<file path="src/rtl/uirq_pkg.sv">
// Package: shared source indices and status codes for the UART interrupt
// status controller. Assumes five sources ordered by priority, index 0 highest.
package uirq_pkg;
    localparam int NSRC = 5;

    localparam logic [2:0] IDX_LINE  = 3'd0;
    localparam logic [2:0] IDX_RXTO  = 3'd1;
    localparam logic [2:0] IDX_RXRDY = 3'd2;
    localparam logic [2:0] IDX_TXRDY = 3'd3;
    localparam logic [2:0] IDX_MODEM = 3'd4;

    localparam logic [3:0] CODE_LINE  = 4'b0110;
    localparam logic [3:0] CODE_RXTO  = 4'b1100;
    localparam logic [3:0] CODE_RXRDY = 4'b0100;
    localparam logic [3:0] CODE_TXRDY = 4'b0010;
    localparam logic [3:0] CODE_MODEM = 4'b0000;
    localparam logic [3:0] CODE_NONE  = 4'b0001;

    // Map a source index to its four-bit status code.
    function automatic logic [3:0] src_code(input logic [2:0] idx);
        case (idx)
            IDX_LINE:  return CODE_LINE;
            IDX_RXTO:  return CODE_RXTO;
            IDX_RXRDY: return CODE_RXRDY;
            IDX_TXRDY: return CODE_TXRDY;
            IDX_MODEM: return CODE_MODEM;
            default:   return CODE_NONE;
        endcase
    endfunction
endpackage

</file>
<file path="src/rtl/uirq_edge_latch.sv">
// Module: uirq_edge_latch
// Latches a pending flag when any bit of a flag vector rises from 0 to 1.
// A clear strobe drops the flag unless a new rise arrives in the same cycle.
// Assumes clr is a one-cycle strobe.
module uirq_edge_latch #(
    parameter int W = 4
) (
    input  logic         clk,
    input  logic         rst_n,
    input  logic [W-1:0] flags,
    input  logic         clr,
    output logic         pend
);
    logic [W-1:0] prev_q;
    logic         rise;

    // Detect a fresh rise on any flag bit.
    always_comb rise = |(flags & ~prev_q);

    // Remember last flag values for edge detection.
    always_ff @(posedge clk) begin
        if (!rst_n) prev_q <= '0;
        else        prev_q <= flags;
    end

    // Pending flag: set wins over clear.
    always_ff @(posedge clk) begin
        if (!rst_n)    pend <= 1'b0;
        else if (rise) pend <= 1'b1;
        else if (clr)  pend <= 1'b0;
    end
endmodule

</file>
<file path="src/rtl/uirq_timeout.sv">
// Module: uirq_timeout
// Receive idle timer. Counts bit ticks while the FIFO mode is on and the
// receive FIFO holds data; raises pending on tick number 4*char_bits+12.
// Any push or pop restarts the count; a pop clears the pending flag.
module uirq_timeout #(
    parameter int CNT_W  = 5,
    parameter int CLEN_W = 4
) (
    input  logic              clk,
    input  logic              rst_n,
    input  logic              fifo_en,
    input  logic [CNT_W-1:0]  rx_count,
    input  logic              rx_push,
    input  logic              rx_pop,
    input  logic              bit_tick,
    input  logic [CLEN_W-1:0] char_bits,
    output logic              to_pend
);
    localparam int TO_W = CLEN_W + 3;

    logic [TO_W-1:0] limit;
    logic [TO_W-1:0] cnt_q;
    logic            restart;
    logic            hit;

    // Limit in bit times: four characters plus twelve bits.
    always_comb limit = {1'b0, char_bits, 2'b00} + TO_W'(12);

    // Restart on FIFO activity, empty FIFO or FIFO mode off.
    always_comb restart = rx_push | rx_pop | ~fifo_en | (rx_count == '0);

    // The tick that completes the window.
    always_comb hit = ~restart & bit_tick & (cnt_q == limit - TO_W'(1));

    // Idle tick counter, saturating at the limit.
    always_ff @(posedge clk) begin
        if (!rst_n)                          cnt_q <= '0;
        else if (restart)                    cnt_q <= '0;
        else if (bit_tick && cnt_q < limit)  cnt_q <= cnt_q + TO_W'(1);
    end

    // Timeout pending flag, cleared by a receive holding register read.
    always_ff @(posedge clk) begin
        if (!rst_n)      to_pend <= 1'b0;
        else if (hit)    to_pend <= 1'b1;
        else if (rx_pop) to_pend <= 1'b0;
    end
endmodule

</file>
<file path="src/rtl/uirq_prio.sv">
// Module: uirq_prio
// Fixed-priority selector over masked pending bits; index 0 is highest.
// Produces the status code, a one-hot winner and an any-pending flag.
module uirq_prio
    import uirq_pkg::*;
(
    input  logic [NSRC-1:0] pend,
    input  logic [NSRC-1:0] en,
    output logic [3:0]      code,
    output logic [NSRC-1:0] sel,
    output logic            any
);
    logic [NSRC-1:0] masked;
    logic [2:0]      win;

    // Drop disabled sources before arbitration.
    always_comb masked = pend & en;

    // Scan from lowest to highest priority so the highest ends up chosen.
    always_comb begin
        win = 3'd7;
        for (int i = NSRC - 1; i >= 0; i--) begin
            if (masked[i]) win = i[2:0];
        end
    end

    // Outputs derived from the winner.
    always_comb begin
        any  = |masked;
        code = any ? src_code(win) : CODE_NONE;
        sel  = '0;
        if (any) sel[win] = 1'b1;
    end
endmodule

</file>
<file path="src/rtl/uart_irq_status.sv">
// Module: uart_irq_status
// Interrupt status byte and request line for one UART channel. Holds one
// pending bit per source, applies each source's clearing side effect and
// reports the highest-priority enabled pending source.
// Assumes all access inputs are single-cycle strobes.
module uart_irq_status
    import uirq_pkg::*;
#(
    parameter int CNT_W  = 5,
    parameter int CLEN_W = 4,
    parameter int FLAG_W = 4
) (
    input  logic              clk,
    input  logic              rst_n,
    input  logic              fifo_en,
    input  logic [4:0]        src_en,
    input  logic [FLAG_W-1:0] line_flags,
    input  logic [FLAG_W-1:0] modem_flags,
    input  logic [CNT_W-1:0]  rx_count,
    input  logic [CNT_W-1:0]  rx_trigger,
    input  logic              rx_push,
    input  logic              rx_pop,
    input  logic              bit_tick,
    input  logic [CLEN_W-1:0] char_bits,
    input  logic              tx_empty,
    input  logic              thr_wr,
    input  logic              isr_rd,
    input  logic              lsr_rd,
    input  logic              msr_rd,
    output logic [7:0]        isr_byte,
    output logic              irq
);
    localparam int NEV = 2;

    logic [NEV-1:0][FLAG_W-1:0] ev_flags;
    logic [NEV-1:0]             ev_clr;
    logic [NEV-1:0]             ev_pend;
    logic                       to_pend;
    logic                       rxrdy_q;
    logic                       tx_prev_q;
    logic                       tx_pend;
    logic [NSRC-1:0]            pend;
    logic [NSRC-1:0]            sel;
    logic [3:0]                 code;
    logic                       any;

    // Group the two flag-edge sources: slot 0 line, slot 1 modem.
    always_comb begin
        ev_flags[0] = line_flags;
        ev_flags[1] = modem_flags;
        ev_clr[0]   = lsr_rd;
        ev_clr[1]   = msr_rd;
    end

    generate
        for (genvar g = 0; g < NEV; g++) begin : g_ev
            uirq_edge_latch #(.W(FLAG_W)) u_ev (
                .clk   (clk),
                .rst_n (rst_n),
                .flags (ev_flags[g]),
                .clr   (ev_clr[g]),
                .pend  (ev_pend[g])
            );
        end
    endgenerate

    uirq_timeout #(.CNT_W(CNT_W), .CLEN_W(CLEN_W)) u_to (
        .clk       (clk),
        .rst_n     (rst_n),
        .fifo_en   (fifo_en),
        .rx_count  (rx_count),
        .rx_push   (rx_push),
        .rx_pop    (rx_pop),
        .bit_tick  (bit_tick),
        .char_bits (char_bits),
        .to_pend   (to_pend)
    );

    // Receive ready level: trigger in FIFO mode, any data otherwise.
    always_ff @(posedge clk) begin
        if (!rst_n)       rxrdy_q <= 1'b0;
        else if (fifo_en) rxrdy_q <= (rx_count >= rx_trigger);
        else              rxrdy_q <= (rx_count != '0);
    end

    // Transmit-empty edge history.
    always_ff @(posedge clk) begin
        if (!rst_n) tx_prev_q <= 1'b0;
        else        tx_prev_q <= tx_empty;
    end

    // Transmit ready pending: clears win over a same-cycle rise.
    always_ff @(posedge clk) begin
        if (!rst_n)                                  tx_pend <= 1'b0;
        else if (thr_wr || (isr_rd && sel[IDX_TXRDY])) tx_pend <= 1'b0;
        else if (tx_empty && !tx_prev_q)             tx_pend <= 1'b1;
    end

    // Assemble the pending vector in priority order.
    always_comb begin
        pend            = '0;
        pend[IDX_LINE]  = ev_pend[0];
        pend[IDX_RXTO]  = to_pend;
        pend[IDX_RXRDY] = rxrdy_q;
        pend[IDX_TXRDY] = tx_pend;
        pend[IDX_MODEM] = ev_pend[1];
    end

    uirq_prio u_prio (
        .pend (pend),
        .en   (src_en),
        .code (code),
        .sel  (sel),
        .any  (any)
    );

    // Status byte and interrupt line.
    always_comb begin
        isr_byte = {fifo_en, fifo_en, 2'b00, code};
        irq      = any;
    end
endmodule

</file>
<file path="config.mk">
export PLATFORM = sky130hd
export DESIGN_NAME = uart_irq_status
export DESIGN_NICKNAME = d
export VERILOG_FILES = /design/src/rtl/uirq_pkg.sv /design/src/rtl/uirq_edge_latch.sv /design/src/rtl/uirq_timeout.sv /design/src/rtl/uirq_prio.sv /design/src/rtl/uart_irq_status.sv
export SDC_FILE = /design/constraint.sdc
export NUM_CORES = 1
export LEC_CHECK = 0
export BUFFER_PORTS_ARGS = -buffer_cell sky130_fd_sc_hd__buf_4
export CAP_MARGIN = 20
export CELL_PAD_IN_SITES_DETAIL_PLACEMENT = 1
export CELL_PAD_IN_SITES_GLOBAL_PLACEMENT = 2
export CORE_MARGIN = 2
export CORE_UTILIZATION = 28
export DETAILED_ROUTE_END_ITERATION = 10
export PLACE_DENSITY_LB_ADDON = 0.25
export SETUP_SLACK_MARGIN = 0.2
export SYNTH_ARGS = -nofsm -noshare
export SYNTH_HDL_FRONTEND = slang
export SYNTH_SLANG_ARGS = --single-unit
</file>
<file path="constraint.sdc">
create_clock -name clk -period 2.28 [get_ports clk]
set_clock_uncertainty 0.15 [all_clocks]
set_input_delay 0.114 -clock clk [delete_from_list [all_inputs] [get_ports clk]]
set_output_delay 0.114 -clock clk [all_outputs]
set_load 0.005 [all_outputs]
</file>
# Yosys cells after proc, flatten, opt, wreduce, memory -nomap -nowiden

Index checks and enable logic that the tools add are counted.

Flip-flop bits (word level): 21
Latch bits: 0
RAM bits: 0
ROM bits: 0
Bits of input ports: 38
Output and inout bits: 9
Word-level logic and storage cells: 68
Memories kept: 0

Add/sub/neg operators: 3
Multipliers: 0
Div/mod/pow operators: 0
Order comparisons: 4
Equal/unequal tests: 5
Shift operators: 0
Mux-type cells: 17
Bitwise gates (word level): 13
Reductions and logical operators: 17

Operators with widths:

| cell                                                                         | number |
|---|---|
| 4-bit case mux with 5 select lines                                           | 1 |
| 3-bit 2-to-1 mux                                                             | 4 |
| 4-bit AND                                                                    | 2 |
| 1-bit 2-to-1 mux                                                             | 8 |
| 4-bit 2-to-1 mux                                                             | 2 |
| 4-bit NOT                                                                    | 2 |
| 4-bit OR reduction                                                           | 2 |
| 6-bit by 4-bit adder with 7-bit output, second input constant                | 1 |
| 7-bit by 1-bit adder with 7-bit output, second input constant                | 1 |
| 7-bit == test                                                                | 1 |
| 7-bit less-than comparator                                                   | 1 |
| 7-bit by 1-bit subtractor with 7-bit output, second input constant           | 1 |
| 3-bit by 2-bit == test with 1-bit output, second input constant              | 2 |
| 2-bit nonzero test                                                           | 3 |
| 5-bit AND                                                                    | 1 |
| 5-bit greater-or-equal comparator                                            | 1 |
| 5-bit logical NOT                                                            | 1 |
| 5-bit nonzero test                                                           | 1 |
| 5-bit OR reduction                                                           | 1 |
| 1-bit logical AND                                                            | 4 |
| 3-bit by 4-bit less-than comparator with 1-bit output, second input constant | 1 |
| 2-bit OR reduction                                                           | 2 |
| 1-bit demux with 3-bit select                                                | 1 |
| 3-bit by 1-bit == test with 1-bit output, second input constant              | 1 |
| 9 further kinds                                                              | 14 |

# Depth between registers and ports, before layout

Gate-level depths: netlist of run 1.

Depth in word-level cells: 14
Depth in mapped cells: 9
Depth with buffers taken out: 9

# By module

From an unflattened synthesis of run 1, not the netlist that was laid out.

Cell total of the unflattened synthesis: 163
Area total of the unflattened synthesis: 1,431.4 um^2

Modules (own cells, without submodules):

| module          | instances | cells each | area each (um^2) | seq. area each (um^2) |
|---|---|---|---|---|
| uirq_timeout    | 1         | 82         | 732.0            | 160.2 |
| uirq_edge_latch | 2         | 17         | 176.4            | 100.1 |
| uart_irq_status | 1         | 33         | 257.7            | 60.1 |
| uirq_prio       | 1         | 14         | 88.8             | 0.0 |

# Least setup slack after synthesis of run 1

Ideal clock, no wire load.

Path kind: input-to-reg
From: in char_bits[0]
To: reg u_to.cnt_q[4]
Library setup time: 0.070 ns
Arrival: 1.726 ns
Required time: 2.060 ns
Path slack: 0.334 ns
Stages on the path: 8
Buffers on the path: 0
Path through: inv_1 > ha_1 > ha_1 > nor2b_4 > o21ai_2 > a21oi_2 > or4_1 > a21oi_1

Cells in the longest elaborated chain, start to end: 3

RTL lines:

| what                                   | line                  | RTL |
|---|---|---|
| start, declared                        | uart_irq_status.sv:24 | `input logic [CLEN_W-1:0] char_bits,` |
| 6-bit by 4-bit adder with 7-bit output | uirq_timeout.sv:27    | `always_comb limit = {1'b0, char_bits, 2'b00} + TO_W'(12);` |
| 7-bit less-than comparator             | uirq_timeout.sv:39    | `else if (bit_tick && cnt_q < limit) cnt_q <= cnt_q + TO_W'(1);` |
| 1-bit logical AND                      | uirq_timeout.sv:39    |  |
| end signal, assigned                   | uirq_timeout.sv:39    |  |
| end, declared                          | uirq_timeout.sv:22    | `logic [TO_W-1:0] cnt_q;` |

No other way between the ends.
A chain may end at the register's enable or synchronous reset.

# Final worst setup path of run 1

Same ends and word-level chain as after synthesis.

==> impl_results.md, run 1 <==
* H-tree depth at 1
* Post-synthesis xor/xnor area fraction at 0.05743
* Pre-CTS setup slack at roughly 0.031 ns
* Max_cap viols at 0
* Fin. max-slew vios at 0
* Fin crit period at 1.953 ns
* Worst flop-to-flop path startpoint: u_to.cnt_q[3]
* DR vias at 1,306
* Multiplexer share of the synthesized area at 0.02279
* Worst Path Max Fanout at 10
* Ys Warns at 0
* Final net count at 270
* Std-Cell Rows at 25
* Synthesized cell area at between 1000 and 1500 µm²
* R2R Path End: u_to.cnt_q[4]
* Syn Area/Cell at ~8.5 µm²
* Crit. End Element: flop
* Max Freq at between 500 and 600 MHz
* Core area at about 4700 µm²
* First-pass GRT wire length at 5940 µm
* Die Span X at 74.02 µm
* Final Setup Violations at 0
* Vias in the first global route at 1,378
* WHS Endpoint: g_ev[1].u_ev.pend
* Hold Path Class: in -> reg
* Aggregate global routing overflow at 0
* Largest net degree at the start of global routing at 18
* Gate Count Post-Synth at 161
* EDFF count, synth at 0
* Largest family of logic cells by synthesized area: simple AND/OR/NAND/NOR gates
* # clock sinks at 21
* CTS tree: done
* Die Y at 74.02 µm
* FILL cells at 572
* Share of layout cells above drive strength 1 at 0.2798
* Initial DRC count at 14
* Clk slew on worst S/H paths at 0.08 ns
* Setup slack, reg-to-reg at 0.40 ns
* Outcome: completed
* Buffers added on ports at 44
* Peak supply drop at 193.9 µV
* Crit path kind: in -> reg
* Most frequent cells in the layout: 46 x buf_4, 21 x dfxtp_1, 19 x inv_1, 13 x ha_1, 12 x dlygate4sd3_1
* CP arrival at around 2 ns
* Async SR Flop Fraction at 0
* Synthesis-to-finish area growth at 42.48%
* LEAKAGE at 0.8733 nW
* Total track usage at 0.1370
* Clk root buf: clkbuf_8
* Placer Congestion at 0.6981
* Starting Density at 0.2906
* Unrepaired setup endpoints after global routing: no
* WHS Path Cells at 2
* Synth Area in Simple Gates at 0.2416
* Final period util at 0.8568
* Antenna Violating Nets Remaining at 0
* Commonest non-fill, non-tap cell in the layout: buf_4
* Routed wire length per instance at ~12 µm
* Unique masters post-synth at 42
* Initial antenna violation count at 0
* Adder-cell share of the synthesized area at 0.1185
* P per Cell Area at between 400 and 500 nW/µm²
* Io pins at 47
* FF-to-FF path depth at 6
* Primary FF master, synth: dfxtp_1
* Die Area at approximately 5500 µm²
* Dpl hpwl at 2812 µm
* DR pass1 iterations at 4
* Total Power at 0.8411 mW
* Clock buffer depth at 2
* ANT cells at 0
* CP startpoint kind: input pin
* Final Hold Fails at 0
* WL final at roughly 3500 µm
* Residual DRC at 0
* Post-DR vias/cell at 4.582
* Worst skew pair latency at 0.26 ns
* Synth Area in Compound Gates at 0.1714
* Num CTS Buffers at 3
* Worst setup margin at 0.3266 ns
* Sequential area share after synthesis at 0.3063
* Critical hold path startpoint: rst_n
* #FFs+latches synth at 21
* Worst endpoint required time at 2.32 ns
* Fin Setup TNS at 0 ns
==> synthesized netlist by cell type, drive strengths merged, types with 4 or more instances <==
master | count | area share
nand4 | 5 | 0.023
ha | 13 | 0.12
nor2b | 6 | 0.033
o21ai | 10 | 0.047
xnor2 | 6 | 0.038
dfxtp | 21 | 0.31
nand2 | 8 | 0.022
or4 | 4 | 0.025
a21oi | 11 | 0.043
buf | 4 | 0.022
and2 | 11 | 0.050
o22ai | 4 | 0.018
inv | 19 | 0.052
==> per-layer routing <==
layer | vias to the layer above | track usage | part of all wire
li1 | 668 | - | -
met1 | 603 | 0.1665 | 0.44
met2 | 31 | 0.2510 | 0.51
met3 | 4 | 0.01220 | 0.038
met4 | 0 | 0.04848 | 0.014
met5 | - | 0 | 0
==> where the power goes <==
part           total (mW)  internal (mW)  switching, mW
Clock               0.245          0.122          0.123
Sequential          0.386          0.381        0.00575
Combinational       0.210          0.122         0.0880
==> worst max path at each step <==
stage	from	to	cells after the start
detailed placement	char_bits[0]	u_to.cnt_q[3]	9
global route	char_bits[0]	u_to.cnt_q[3]	9
global placement	char_bits[0]	u_to.cnt_q[3]	9
floorplan	char_bits[0]	u_to.cnt_q[4]	8
finish	char_bits[0]	u_to.cnt_q[4]	9
CTS	char_bits[0]	u_to.cnt_q[4]	9
==> critical path, stage by stage <==
cell     delay (ns)
buf_4          0.11
inv_1          0.07
ha_1           0.36
ha_1           0.30
nor2b_4        0.13
o21ai_4        0.15
a21oi_4        0.11
or4_1          0.48
a21oi_1        0.15
==> registers in the layout, indices dropped and copies added, names as in the netlist <==
register          cells
g_ev.u_ev.prev_q      8
u_to.cnt_q            7
g_ev.u_ev.pend        2
rxrdy_q               1
tx_pend               1
tx_prev_q             1
u_to.to_pend          1
==> stage by stage <==
step                utilization  cell area, µm²  hold WS [ns]  instances
CTS                      0.4095            1934       0.02357        285
finish                   0.4140            1956       0.02491        285
global route             0.4140            1956       0.02797        285
floorplan                     -            1376       0.03970        162
global placement         0.3743            1768        0.1324        269
detailed placement       0.3743            1768        0.1302        269
==> logic make-up (layout without fill, tap and decap cells) <==
family                     Yosys count  count (layout)
buffers and inverters               25              81
muxes                                3               3
xor gates and xnor gates             9               9
adders and majority gates           13              13
AOI/OAI and AO/OA                   36              36
DFF                                 21              21
other                                1               2
and+or+nand+nor                     53              53
==> cell type report <==
cell class / instances / area [µm²] / area share
repair buffers: 58 / 465.4 / 0.2380
clock buffers: 3 / 41.29 / 0.02111
clock inverters: 1 / 5.005 / 0.002559
well taps: 67 / 83.83 / 0.04287
flip-flops and latches: 21 / 420.4 / 0.2150
inverters: 19 / 71.32 / 0.03647
multi-input cells: 116 / 868.3 / 0.4440
==> what timing repair did <==
action | CTS | global route
resized for setup | 0 | 4
setup buffers | 0 | 0
hold endpoints to repair | 12 | 0
endpoints found under the setup margin | 0 | 2
hold buffers | 12 | 0
(Power assumes the default switching activity.)
==> run 2, diff against run 1 <==
--- a/config.mk
+++ b/config.mk
@@ -10,7 +10,7 @@
 export CELL_PAD_IN_SITES_DETAIL_PLACEMENT = 1
 export CELL_PAD_IN_SITES_GLOBAL_PLACEMENT = 2
 export CORE_MARGIN = 2
-export CORE_UTILIZATION = 28
+export CORE_UTILIZATION = 25
 export DETAILED_ROUTE_END_ITERATION = 10
 export PLACE_DENSITY_LB_ADDON = 0.25
 export SETUP_SLACK_MARGIN = 0.2
==> constraint.sdc (replaced) <==
create_clock -name clk -period 1.79 [get_ports clk]
set_clock_uncertainty 0.15 [all_clocks]
set_input_delay 0.0895 -clock clk [delete_from_list [all_inputs] [get_ports clk]]
set_output_delay 0.0895 -clock clk [all_outputs]
set_load 0.005 [all_outputs]
==> impl_results.md, run 2 (same netlist as run 1, synthesis figures left out) <==
* Antenna Violating Nets Remaining at 0 (unchanged)
* Unrepaired setup endpoints after global routing: yes (was no)
* Dpl hpwl at 3167 µm (was 2812 µm)
* Final period util at 0.9621
* Fin area at 2157 µm² (was 1956 µm²)
* Final Hold Fails at 0 (unchanged)
* Largest net degree at the start of global routing at 18 (unchanged)
* Fin. max-slew vios at 0 (unchanged)
* Die Area at 6099 µm² (was 5478 µm²)
* LEAKAGE at 0.9410 nW (was 0.8733 nW)
* Clock buffer depth at 2 (unchanged)
* CTS tree: done (unchanged)
* Final net count at 283 (was 270)
* Worst hold slack at 0.01050 ns (was 0.02491 ns)
* Starting Density at 0.2637 (was 0.2906)
* Crit path kind: reg -> reg (was in -> reg)
* Fin crit period at 1.722 ns
* Final Setup Violations at 0 (unchanged)
* Clock power frac at 0.282 (was 0.291)
* Commonest non-fill, non-tap cell in the layout: buf_4 (unchanged)
* Share of layout cells above drive strength 1 at 0.3896 (was 0.2798)
* DR pass1 iterations at 4 (unchanged)
* Most frequent cells in the layout: 58 x buf_4, 19 x dfxtp_1, 16 x inv_1, 13 x dlygate4sd3_1, 11 x and2_1 (was 46 x buf_4, 21 x dfxtp_1, 19 x inv_1, 13 x ha_1, 12 x dlygate4sd3_1)
* # clock sinks at 21 (unchanged)
* Sw Ratio at 0.2613 (was 0.2579)
* DR vias at 1,365 (was 1,306)
* CP arrival at 1.75 ns (was 2.00 ns)
* Largest registers: g_ev.u_ev.prev_q (8), u_to.cnt_q (7), g_ev.u_ev.pend (2) (unchanged)
* ANT cells at 0 (unchanged)
* H-tree depth at 1 (unchanged)
* Critical hold path startpoint: rst_n (unchanged)
* Peak supply drop at 293.9 µV (was 193.9 µV)
* Seq pwr share at 0.443 (was 0.459)
* Net Switching at 0.2892 mW (was 0.2169 mW)
* P per Cell Area at 513.2 nW/µm² (was 430.1 nW/µm²)
* Worst flop-to-flop path startpoint: u_to.cnt_q[3] (unchanged)
* Initial DRC count at 11 (was 14)
* Post-DR vias/cell at 4.535 (was 4.582)
* Clk root buf: clkbuf_8 (unchanged)
* Max_cap viols at 0 (unchanged)
* Initial antenna violation count at 0 (unchanged)
* Aggregate global routing overflow at 0 (unchanged)
* Reg area at 425.4 µm² (was 420.4 µm²)
* Combinational Power Share at 0.275 (was 0.249)
* First-pass GRT wire length at 6706 µm (was 5940 µm)
* Placer Congestion at 0.7138 (was 0.6981)
* Die Y at 78.10 µm (was 74.02 µm)
* Std-Cell Rows at 26 (was 25)
* Multi-input logic area at 940.9 µm² (was 868.3 µm²)
* P_int at 0.8177 mW (was 0.6242 mW)
* WL final at 3975 µm (was 3512 µm)
* Total track usage at 0.1357 (was 0.1370)
* Number of flip-flops in the largest register at 8 (unchanged)
* CP startpoint kind: flop (was input pin)
* Residual DRC at 0 (unchanged)
* Post-Route Utilization at 0.4144 (was 0.4140)
* Crit. End Element: flop (unchanged)
* Post-placement cell area at 1914 µm² (was 1768 µm²)
* Worst setup margin at 0.06780 ns (was 0.3266 ns)
* Hold Path Class: in -> reg (unchanged)
* Outcome: completed (unchanged)
* Clk slew on worst S/H paths at 0.08 ns (about the same)
* Most flop-heavy register: g_ev.u_ev.prev_q (unchanged)
* Num CTS Buffers at 3 (unchanged)
* Pre-CTS setup slack at -0.1625 ns (was 0.03056 ns)
* Die Span X at 78.10 µm (was 74.02 µm)
* Vias in the first global route at 1,496 (was 1,378)
* Io pins at 47 (unchanged)
* CP startpoint: u_to.cnt_q[3] (was char_bits[0])
* Buffers added on ports at 44 (unchanged)
* Synthesis-to-finish area growth at 57.16% (was 42.48%)
* Worst skew pair latency at 0.26 ns (about the same)
* Worst Path Max Fanout at 7 (was 10)
* FILL cells at 643 (was 572)
* Max Freq at around 580 MHz
* Routed wire length per instance at 13.21 µm (was 12.32 µm)
* Worst endpoint required time at 1.82 ns (was 2.32 ns)
* Core area at 5205 µm² (was 4723 µm²)
==> run 2: cell types whose count changed in the layout (fill, tap and decap cells not counted), sizes merged <==
cell         delta
buf            +12
dlygate4sd3     +1
==> run 2: path summary, 6_finish.rpt <==
| check | end | depth (start not counted) | slack, ns |
|---|---|---|---|
| min reg2reg | u_to.to_pend | 2 | 0.35 |
| min | g_ev[1].u_ev.prev_q[1] | 2 | 0.01 |
| max | u_to.cnt_q[3] | 6 | 0.07 |
| max reg2reg | u_to.cnt_q[3] | 6 | 0.07 |
==> run 2: area by class of cell <==
class / instances / share of cell area
multi-input cells: 116 / 0.4362
repair buffers: 71 / 0.2622
flip-flops and latches: 21 / 0.1972
inverters: 19 / 0.04234
well taps: 70 / 0.04060
clock buffers: 3 / 0.01914
clock inverters: 1 / 0.002320
==> run 2: what timing repair did <==
item | in CTS | in global routing
setup endpoints to repair | 7 | 9
resized for setup | 6 | 11
setup buffers | 1 | 1
hold buffers | 13 | 0
hold endpoints to repair | 13 | 0
pin swaps | 3 | 2
==> run 2: per-layer routing <==
metal | vias to the layer above | share of wire | global-route usage
met3 | 2 | 0.037 | 0.01149
met2 | 32 | 0.52 | 0.2612
li1 | 695 | - | -
met1 | 636 | 0.43 | 0.1598
met4 | 0 | 0.0091 | 0.03684
met5 | - | 0 | 0
==> run 2: worst max-delay path: stages (launching register included) <==
cell	delay, ns
dfxtp_4	0.36
ha_4	0.23
nor2b_4	0.12
o21ai_4	0.15
a21oi_4	0.10
or4_1	0.41
a21oi_1	0.14
==> run 2: power groups by stage <==
stage          Combinational (mW)  Sequential (mW)  Clock [mW]
3_5_place_dp                0.276            0.503           0
2_1_floorplan               0.144            0.501           0
6_report                    0.304            0.491       0.312
5_1_grt                     0.340            0.492       0.345
3_3_place_gp                0.267            0.502           0
4_1_cts                     0.304            0.491       0.325
==> run 2: stage by stage <==
step / setup TNS [ns] / std cells / total power [mW]
detailed placement: -0.8092 / 282 / 0.7794
finish: 0 / 301 / 1.107
floorplan: 0 / 162 / 0.6444
CTS: 0 / 300 / 1.119
global route: 0 / 301 / 1.177
global placement: -0.2508 / 282 / 0.7689
==> run 3, diff against run 2 <==
--- a/config.mk
+++ b/config.mk
@@ -9,7 +9,7 @@
 export CAP_MARGIN = 20
 export CELL_PAD_IN_SITES_DETAIL_PLACEMENT = 1
 export CELL_PAD_IN_SITES_GLOBAL_PLACEMENT = 2
-export CORE_MARGIN = 2
+export CORE_MARGIN = 5
 export CORE_UTILIZATION = 25
 export DETAILED_ROUTE_END_ITERATION = 10
 export PLACE_DENSITY_LB_ADDON = 0.25
==> constraint.sdc (replaced) <==
create_clock -name clk -period 1.51 [get_ports clk]
set_clock_uncertainty 0.15 [all_clocks]
set_input_delay 0.0755 -clock clk [delete_from_list [all_inputs] [get_ports clk]]
set_output_delay 0.0755 -clock clk [all_outputs]
set_load 0.005 [all_outputs]
==> impl_results.md, run 3 (same netlist as run 1, synthesis figures left out) <==
* Starting Density at 0.2539 (was 0.2637)
* Core area at 5405 µm² (was 5205 µm²)
* Setup slack, reg-to-reg at -0.23 ns (was 0.07 ns)
* Initial antenna violation count at 0 (unchanged)
* Vias in the first global route at 1,607 (was 1,496)
* Non-filler cells, final at 317 (was 301)
* Final net count at 297 (was 283)
* R2R Path End: u_to.cnt_q[5] (was u_to.cnt_q[3])
* Die Span X at 84.10 µm (was 78.10 µm)
* CTS tree: done (unchanged)
* Aggregate global routing overflow at 0 (unchanged)
* Residual DRC at 0 (unchanged)
* Final Hold Fails at 0 (unchanged)
* Worst hold slack at 0.01384 ns (was 0.01050 ns)
* Sw Ratio at 0.2706 (was 0.2613)
* Total Power at 1.367 mW (was 1.107 mW)
* Clock buffer depth at 2 (unchanged)
* FF-to-FF path depth at 6 (unchanged)
* Max Freq at 575.3 MHz (was 580.7 MHz)
* # clock sinks at 21 (unchanged)
* Initial DRC count at 45 (was 11)
* Most frequent cells in the layout: 66 x buf_4, 15 x inv_1, 15 x dfxtp_1, 13 x dlygate4sd3_1, 10 x and2_1 (was 58 x buf_4, 19 x dfxtp_1, 16 x inv_1, 13 x dlygate4sd3_1, 11 x and2_1)
* Post-DR vias/cell at 4.536 (was 4.535)
* Largest net degree at the start of global routing at 17 (was 18)
* Number of flip-flops in the largest register at 8 (unchanged)
* Largest registers: g_ev.u_ev.prev_q (8), u_to.cnt_q (7), g_ev.u_ev.pend (2) (unchanged)
* WL final at 4426 µm (was 3975 µm)
* DR pass1 iterations at 3 (was 4)
* Worst flop-to-flop path startpoint: u_to.cnt_q[3] (unchanged)
* Commonest non-fill, non-tap cell in the layout: buf_4 (unchanged)
* Clock power frac at 0.277 (was 0.282)
* Crit. End Element: flop (unchanged)
* Worst skew pair latency at 0.26 ns (about the same)
* ANT cells at 0 (unchanged)
* Unrepaired setup endpoints after global routing: yes (unchanged)
* Fin. max-slew vios at 0 (unchanged)
* Worst setup margin at -0.2281 ns (was 0.06780 ns)
* Max_cap viols at 0 (unchanged)
* CP arrival at 1.79 ns (was 1.75 ns)
* Share of layout cells above drive strength 1 at 0.4776 (was 0.3896)
* Worst Path Max Fanout at 10 (was 7)
* Peak supply drop at 299.7 µV (was 293.9 µV)
* Combinational Power Share at 0.298 (was 0.275)
* DR vias at 1,438 (was 1,365)
* Most flop-heavy register: g_ev.u_ev.prev_q (unchanged)
* Pre-CTS setup slack at -0.4866 ns (was -0.1625 ns)
* Die Y at 84.10 µm (was 78.10 µm)
* CP startpoint: u_to.cnt_q[3] (unchanged)
* Synthesis-to-finish area growth at 70.19% (was 57.16%)
* FILL cells at 647 (was 643)
* Inst Count DP at 295 (was 282)
* Antenna Violating Nets Remaining at 0 (unchanged)
* H-tree depth at 1 (unchanged)
* Net Switching at 0.3700 mW (was 0.2892 mW)
* P per Cell Area at 585.3 nW/µm² (was 513.2 nW/µm²)
* Worst endpoint required time at 1.56 ns (was 1.82 ns)
* Std-Cell Rows at 27 (was 26)
* WHS Endpoint: tx_pend (was g_ev[1].u_ev.prev_q[1])
* WHS Path Cells at 3 (was 2)
* Critical hold path startpoint: src_en[3] (was rst_n)
* Outcome: finished with violations (was completed)
* Buffers added on ports at 44 (unchanged)
* Num CTS Buffers at 3 (unchanged)
* Total track usage at 0.1247 (was 0.1357)
* LEAKAGE at 1.022 nW (was 0.9410 nW)
* Fin crit period at 1.738 ns (was 1.722 ns)
* P_int at 0.9974 mW (was 0.8177 mW)
* Clk slew on worst S/H paths at 0.08 ns (about the same)
* First-pass GRT wire length at 7251 µm (was 6706 µm)
* Final Setup Violations at 7 (was 0)
* Crit path kind: reg -> reg (unchanged)
* Fin Setup TNS at -1.148 ns (was 0 ns)
* Hold Path Class: in -> reg (unchanged)
* Routed wire length per instance at 13.96 µm (was 13.21 µm)
* Die Area at 7072 µm² (was 6099 µm²)
* Io pins at 47 (unchanged)
* Clk root buf: clkbuf_8 (unchanged)
* Final period util at 1.151 (was 0.9621)
* Failing checks: negative setup slack
* Dpl hpwl at 3483 µm (was 3167 µm)
* CP startpoint kind: flop (unchanged)
* Placer Congestion at 0.8113 (was 0.7138)
* Seq pwr share at 0.424 (was 0.443)
run 3: changes by cell type in the layout (fill, tap and decap cells not counted), moves of 3 or more:
| cell | change |
|---|---|
| a21oi_2 | +4 |
| a21oi_1 | -4 |
| dfxtp_1 | -4 |
| dfxtp_2 | +3 |
| buf_6 | +6 |
| buf_4 | +8 |
run 3: cell type report:
class	count	area, µm²	share of cell area
inverters	19	98.84	0.04231
flip-flops and latches	21	432.9	0.1853
clock buffers	3	41.29	0.01768
multi-input cells	116	974.7	0.4172
well taps	72	90.09	0.03856
repair buffers	85	693.2	0.2967
clock inverters	1	5.005	0.002142
run 3: worst max-delay path by stage:
stage / to / cells after the start
after CTS: u_to.cnt_q[3] / 6
after detailed placement: u_to.cnt_q[3] / 9
final: u_to.cnt_q[5] / 6
after global routing: u_to.cnt_q[5] / 6
after global placement: u_to.cnt_q[3] / 9
after floorplan: u_to.cnt_q[3] / 9
run 3: power by group through the flow:
stage / clock [mW] / combinational, mW / sequential (mW)
after global routing: 0.421 / 0.449 / 0.583
after global placement: 0 / 0.327 / 0.594
after CTS: 0.386 / 0.396 / 0.581
after detailed placement: 0 / 0.344 / 0.594
final: 0.379 / 0.408 / 0.580
after floorplan: 0 / 0.171 / 0.592
run 3: repair_timing:
item,in CTS,in global routing
pin swaps,7,14
hold buffers,13,0
endpoints found under the setup margin,12,14
buffers inserted,3,2
endpoints found under the hold margin,12,0
resized for setup,19,17
run 3: stage by stage:
step                      area (µm²)  utilization
after CTS                       2260       0.4181
after global placement          2007       0.3713
final                           2336       0.4322
after global routing            2336       0.4322
after detailed placement        2007       0.3713
after floorplan                 1461            -
run 3: routing by layer:
| metal | global-route usage | share of wire |
|---|---|---|
| met2 | 0.2468 | 0.55 |
| met3 | 0.02172 | 0.040 |
| met4 | 0.03801 | 0.012 |
| met1 | 0.1305 | 0.39 |
| met5 | 0 | 0 |
run 3: critical path: stages (launching register included):
cell and delay (ns):
dfxtp_4 0.37, ha_4 0.20, nor2b_4 0.12, o21ai_4 0.15
a21oi_4 0.12, or4_4 0.44, a21oi_2 0.13
